--- src/rtl/irqm_pkg.sv ---
// Package: shared constants and the routing rule of the interrupt line merger.
// Assumes slot numbers fit in five bits.
package irqm_pkg;

    localparam int PINS_PER_DEV = 4;

    // Builds the 8-bit device/function number of a slot (function 0).
    function automatic logic [7:0] devfn_of_slot(input int slot);
        return 8'((slot % 32) << 3);
    endfunction

    // Routing rule: slot from the upper five bits plus pin, modulo the line count.
    function automatic int route_line(input logic [7:0] devfn, input int pin, input int nlines);
        return (int'(devfn[7:3]) + pin) % nlines;
    endfunction

endpackage

--- src/rtl/irqm_pin_tracker.sv ---
// Module: remembers the last seen level of every device pin and reports
// per-pin rising (+1) and falling (-1) changes against the remembered level.
// Assumes pin levels are already synchronous to clk.
module irqm_pin_tracker #(
    parameter int NUM_PINS = 16
) (
    input  logic                clk,
    input  logic                rst_n,
    input  logic [NUM_PINS-1:0] level,
    output logic [NUM_PINS-1:0] up,
    output logic [NUM_PINS-1:0] down
);

    logic [NUM_PINS-1:0] seen_q;

    // Signed change of each pin: new level minus remembered level.
    always_comb begin
        up   = level & ~seen_q;
        down = ~level & seen_q;
    end

    // Update the remembered level only for pins whose change is nonzero.
    always_ff @(posedge clk) begin
        if (!rst_n) begin
            seen_q <= '0;
        end else begin
            for (int i = 0; i < NUM_PINS; i++) begin
                if (up[i] || down[i]) begin
                    seen_q[i] <= level[i];
                end
            end
        end
    end

endmodule

--- src/rtl/irqm_line_accum.sv ---
// Module: one shared line. Sums the signed changes of every pin routed to
// LINE_IDX, keeps the count of asserting pins, and registers count != 0.
// Assumes CNT_W can hold the total number of pins.
module irqm_line_accum #(
    parameter int NUM_DEV   = 4,
    parameter int NUM_LINES = 4,
    parameter int SLOT_BASE = 1,
    parameter int LINE_IDX  = 0,
    parameter int CNT_W     = 5
) (
    input  logic                                  clk,
    input  logic                                  rst_n,
    input  logic [NUM_DEV*irqm_pkg::PINS_PER_DEV-1:0] up,
    input  logic [NUM_DEV*irqm_pkg::PINS_PER_DEV-1:0] down,
    output logic                                  line
);
    import irqm_pkg::*;

    logic [CNT_W-1:0] cnt_q;
    logic [CNT_W-1:0] n_up;
    logic [CNT_W-1:0] n_down;
    logic [CNT_W-1:0] cnt_next;

    // Count the rises and falls routed to this line in this cycle.
    always_comb begin
        n_up   = '0;
        n_down = '0;
        for (int d = 0; d < NUM_DEV; d++) begin
            for (int p = 0; p < PINS_PER_DEV; p++) begin
                if (route_line(devfn_of_slot(SLOT_BASE + d), p, NUM_LINES) == LINE_IDX) begin
                    if (up[d*PINS_PER_DEV + p])   n_up   = n_up   + CNT_W'(1);
                    if (down[d*PINS_PER_DEV + p]) n_down = n_down + CNT_W'(1);
                end
            end
        end
        cnt_next = cnt_q + n_up - n_down;
    end

    // Hold the asserting-pin count and the registered line level.
    always_ff @(posedge clk) begin
        if (!rst_n) begin
            cnt_q <= '0;
            line  <= 1'b0;
        end else begin
            cnt_q <= cnt_next;
            line  <= (cnt_next != '0);
        end
    end

endmodule

--- src/rtl/irq_line_merge.sv ---
// Module: top of the shared interrupt line merger. One pin tracker feeds
// one accumulator per line. Lines update one edge after a pin change.
// Assumes SLOT_BASE + NUM_DEV - 1 < 32.
module irq_line_merge #(
    parameter int NUM_DEV   = 4,
    parameter int NUM_LINES = 4,
    parameter int SLOT_BASE = 1
) (
    input  logic                   clk,
    input  logic                   rst_n,
    input  logic [NUM_DEV*4-1:0]   pin_level,
    output logic [NUM_LINES-1:0]   line_out
);
    localparam int NUM_PINS = NUM_DEV * irqm_pkg::PINS_PER_DEV;
    localparam int CNT_W    = $clog2(NUM_PINS + 1);

    logic [NUM_PINS-1:0] pin_up;
    logic [NUM_PINS-1:0] pin_down;

    irqm_pin_tracker #(.NUM_PINS(NUM_PINS)) u_track (
        .clk   (clk),
        .rst_n (rst_n),
        .level (pin_level),
        .up    (pin_up),
        .down  (pin_down)
    );

    // One accumulator per shared line.
    for (genvar l = 0; l < NUM_LINES; l++) begin : g_line
        irqm_line_accum #(
            .NUM_DEV   (NUM_DEV),
            .NUM_LINES (NUM_LINES),
            .SLOT_BASE (SLOT_BASE),
            .LINE_IDX  (l),
            .CNT_W     (CNT_W)
        ) u_acc (
            .clk   (clk),
            .rst_n (rst_n),
            .up    (pin_up),
            .down  (pin_down),
            .line  (line_out[l])
        );
    end

endmodule

--- config.mk ---
export PLATFORM = sky130hd
export DESIGN_NAME = irq_line_merge
export DESIGN_NICKNAME = d
export VERILOG_FILES = /design/src/rtl/irqm_pkg.sv /design/src/rtl/irqm_pin_tracker.sv /design/src/rtl/irqm_line_accum.sv /design/src/rtl/irq_line_merge.sv
export SDC_FILE = /design/constraint.sdc
export NUM_CORES = 1
export LEC_CHECK = 0
export ABC_CLOCK_PERIOD_IN_PS = 4700
export BUFFER_PORTS_ARGS = -buffer_cell sky130_fd_sc_hd__buf_2
export CAP_MARGIN = 20
export CORE_AREA = 2 2 106 108
export CTS_BUF_LIST = sky130_fd_sc_hd__clkbuf_8 sky130_fd_sc_hd__clkbuf_16
export CTS_CLUSTER_DIAMETER = 30
export DETAILED_ROUTE_END_ITERATION = 12
export DIE_AREA = 0 0 108 110
export HOLD_SLACK_MARGIN = 0.15
export PLACE_DENSITY = 0.53
export SYNTH_ARGS = -nofsm -noshare
export SYNTH_HDL_FRONTEND = slang
export SYNTH_SLANG_ARGS = --single-unit
--- constraint.sdc ---
create_clock -name clk -period 4.7 [get_ports clk]
set_clock_uncertainty 0.2 [all_clocks]
set_input_delay 0.235 -clock clk [delete_from_list [all_inputs] [get_ports clk]]
set_output_delay 0.235 -clock clk [all_outputs]
set_load 0.01 [all_outputs]
==> results.md <==
Die:
- Row generation in the floorplan step produced 38 rows.
- The die height is 110 microns.
- For this design the top-level I/O count stands at 22.
- The starting density of the core is 0.347.
- The die boundary width is 108 microns.
- The area inside the core boundary is 10700 sq um.
- The die outline area is 11900 sq um.

GRT:
- The maximum number of pins on one net before global-route repair is 24.
- The via count of the first global-routing pass is 2409.
- The initial antenna violation count is 0.
- After global routing the overflow that remains totals 0.
- The first global-routing pass estimated around 10000 microns of wire.
- Across every metal layer, demand over resource in global routing totals 0.111.

Power and ir drop:
- The overall power of the completed layout is 0.00185 W.
- The leakage power total is 2.15 nW.
- In this run the power density over the cells is 439 nW/um^2.
- The largest voltage drop on the vdd net is between 100 and 150 uV.

Layout:
- After routing the design area is between 4000 and 5000 sq um.
- Leaving out fill and tap cells, the most frequent cells in the layout are sky130_fd_sc_hd__inv_1, sky130_fd_sc_hd__ha_1, sky130_fd_sc_hd__dfxtp_1.
- The number of filler cells placed in the layout is 1131.
- Of the cells placed in the final design, the portion with a size suffix greater than 1 is 0.0835.
- In the final design database the tool counted 568 nets.
- Compared with the post-synthesis result, the final layout area differs by 13.7%.
- The footprint of the multi-input gates is 2540 sq um.
- The most common library cell in the layout ignoring fill and taps is sky130_fd_sc_hd__inv_1.
- The number of antenna diodes in the final layout is 0.
- Across the whole layout, storage elements account for 801 sq um.

Place:
- In this run the cell area measured after placement is ~4000 sq um.
- The count of buffers inserted at the top-level ports is 21.
- The final weighted congestion of routability-driven global placement is around 0.75.
- The detailed placer's ending HPWL is 4810 microns.

CTS:
- The clock passes through at most 2 buffers.
- The number of buffers added by the clock tree synthesis step is 5.
- The clock reaches the later pin of the worst-skew pair after 0.30 ns.
- The root buffer cell chosen for the clock tree is sky130_fd_sc_hd__clkbuf_8.
- The total setup buffers inserted after CTS is 0.
- CTS saw 40 sinks.
- The number of gates resized after CTS was 0.
- TritonCTS built the clock tree.
- After clock tree synthesis, the clock-pin slew on the worst setup and hold paths is 0.09 ns.
- The CTS H-tree depth is 2.

Run status:
- The run finished with clean final reports.

Routing:
- Wires add up to 5970 microns.
- The post-detailed-route via-to-cell ratio is between 4 and 5.
- After detailed routing, the number of remaining DRC violations is 0.
- The routed wirelength normalized by instance count is 10.0 microns.
- The iteration count of the initial detailed-routing pass is 4.
- Across all layers, the routed design uses around 2500 vias.
- The number of DRC markers in iteration 0 is 52.
- The remaining number of nets flagged by the antenna check after routing is 0.

Worst setup path:
- The critical register-to-register path endpoint is g_line[0].u_acc.line.
- The worst setup path is captured at a flop.
- STA classifies the critical path startpoint as a primary input.
- The kind of cell with the highest combined delay on the critical path is adder cells.
- The signal arrival time at the worst endpoint is between 4 and 5 ns.
- Of all nets on the critical path, the largest fanout is 3.
- Traced cell by cell, the critical path runs through dlygate4sd3_1, buf_2, inv_1, ha_1, ha_1, xor2_1, ha_1, mux2_2, fa_1, inv_1, fa_1, xor2_1, or3_1, o31a_1.
- The largest single stage delay on the critical path is 0.52 ns.
- The worst setup slack for register-to-register paths is between 0.9 and 1 ns.
- STA puts the critical path data required time at 4.70 ns.
- Measured in cells, the most critical reg-to-reg path has a length of 11.
- On the critical path, the stage with the largest delay is an instance of sky130_fd_sc_hd__dlygate4sd3_1.
- In this run the critical register-to-register path is launched from u_track.seen_q[3].
- The critical path is of the primary input to flop type.
- The combined buffer and inverter count along the critical path is 4.
- Counting stages on the worst path, the most repeated cell is sky130_fd_sc_hd__ha_1.

Synth:
- The synthesized netlist occupies a cell area of roughly 3700 sq um.
- Averaged over all synthesized cells, the footprint is ~9 sq um.
- The number of different library cells used by synthesis comes to 30.
- The count of warnings emitted by yosys is 0.
- For this run, the register share of the synthesized area comes to 0.216.
- Sorting the synthesized cells by area gives the leading types as sky130_fd_sc_hd__ha_1, sky130_fd_sc_hd__dfxtp_1, sky130_fd_sc_hd__inv_1.
- The dominant cell type by area after synthesis is sky130_fd_sc_hd__ha_1.
- In this run, synthesis produced a sequential element count of 40.
- The area share of the leading cell type in the synthesized netlist is 0.270.
- The instance count of the mapped netlist is 411.

Hold path:
- The type of the tightest min-delay check is primary input to flop.
- In this run the most critical hold path is launched from rst_n.
- The sink of the worst hold path is g_line[0].u_acc.line.
- Counting instances, the worst hold path has a depth of 2.

Timing:
- Summed over all failing endpoints, the final setup total negative slack is 0 ns.
- The final hold violation count is 0.
- The count of pins over their slew limit was 0.
- The shortest period the worst path allows is a little over 4 ns.
- The worst hold slack is ~0.15 ns.
- Setup violations remaining at the end of the flow were counted as 0.
- The fmax is 248 MHz.
- Of the available clock period, the critical path in the final layout requires 0.859.
- Setup repair after global routing left no endpoint under its margin.

Run:
- The max capacitance violation total is 0.
## cells in the mapped netlist, drive strengths merged
library cell  count
inv              92
ha               80
dfxtp            40
nor2             28
xor2             25
mux2i            22
and2             18
nand2            17
fa               16
xnor2            15
a21oi            14
a21o              7
mux2              5
nand3             5
buf               4
o21ai             4
o31a              4
clkbuf            3
nand4             3
or3               3
conb              2
nand2b            1
nand3b            1
nor3              1
o31ai             1
## power breakdown
group / total [W] / internal (W) / switching (W)
Clock: 0.000240 / 0.000104 / 0.000136
Sequential: 0.000478 / 0.000442 / 0.0000365
Combinational: 0.00113 / 0.000557 / 0.000577
## per-layer routing
metal,vias to the layer above,global-route usage,share of wire
met3,5,0.0212,0.021
met1,1142,0.140,0.48
met2,21,0.190,0.48
li1,1346,-,-
met4,0,0.0385,0.015
met5,-,0,0
## worst reg2reg max path: stages (launching register included)
cell and delay [ns]:
sky130_fd_sc_hd__dfxtp_1 0.34, sky130_fd_sc_hd__ha_1 0.20, sky130_fd_sc_hd__ha_1 0.32, sky130_fd_sc_hd__xor2_1 0.24
sky130_fd_sc_hd__ha_1 0.28, sky130_fd_sc_hd__mux2_2 0.28, sky130_fd_sc_hd__fa_1 0.50, sky130_fd_sc_hd__inv_1 0.07
sky130_fd_sc_hd__fa_1 0.46, sky130_fd_sc_hd__xor2_1 0.17, sky130_fd_sc_hd__or3_1 0.32, sky130_fd_sc_hd__o31a_1 0.28
## logic make-up (layout without fill, tap and decap cells)
| kind of cell | Yosys count | count (layout) | synth area share |
|---|---|---|---|
| buffers and inverters | 99 | 137 | 0.104 |
| DFF | 40 | 40 | 0.216 |
| xor gates and xnor gates | 40 | 40 | 0.0965 |
| AOI/OAI and AO/OA | 30 | 30 | 0.0530 |
| adders and majority gates | 96 | 96 | 0.356 |
| other | 2 | 8 | 0.00202 |
| muxes | 27 | 27 | 0.0745 |
| and+or+nand+nor | 77 | 77 | 0.0978 |
## worst max path at each step
| stage | start | end | slack [ns] | cells after the start |
|---|---|---|---|---|
| 6_report | pin_level[6] | g_line[0].u_acc.line | 0.66 | 14 |
| 2_1_floorplan | u_track.seen_q[3] | g_line[0].u_acc.line | 1.15 | 11 |
| 4_1_cts | pin_level[6] | g_line[0].u_acc.line | 0.66 | 14 |
| 5_1_grt | pin_level[0] | g_line[1].u_acc.line | 0.47 | 16 |
| 3_3_place_gp | pin_level[6] | g_line[0].u_acc.line | 0.95 | 13 |
| 3_5_place_dp | pin_level[6] | g_line[0].u_acc.line | 0.87 | 13 |
## registers in the layout (all words and copies together) (netlist names)
signal,cells
g_line.u_acc.line,4
g_line.u_acc.cnt_q,20
u_track.seen_q,16
## per-stage QoR
step	util	setup WS (ns)	instances
detailed placement	0.371	0.871	571
global placement	0.371	0.946	571
global route	0.394	0.472	595
finish	0.394	0.661	595
CTS	0.394	0.659	595
floorplan	-	1.15	417
## repair_timing
item	CTS	global route
hold buffers	16	0
hold endpoints to repair	16	0
setup endpoints to repair	0	0
## final cells by class
| type | instances | share of cell area |
|---|---|---|
| multi-input cells | 278 | 0.603 |
| flip-flops and latches | 40 | 0.190 |
| inverters | 92 | 0.0819 |
| repair buffers | 37 | 0.0629 |
| well taps | 140 | 0.0415 |
| clock buffers | 5 | 0.0163 |
| clock inverters | 3 | 0.00445 |
No activity file was read; power rests on OpenSTA's default activity.
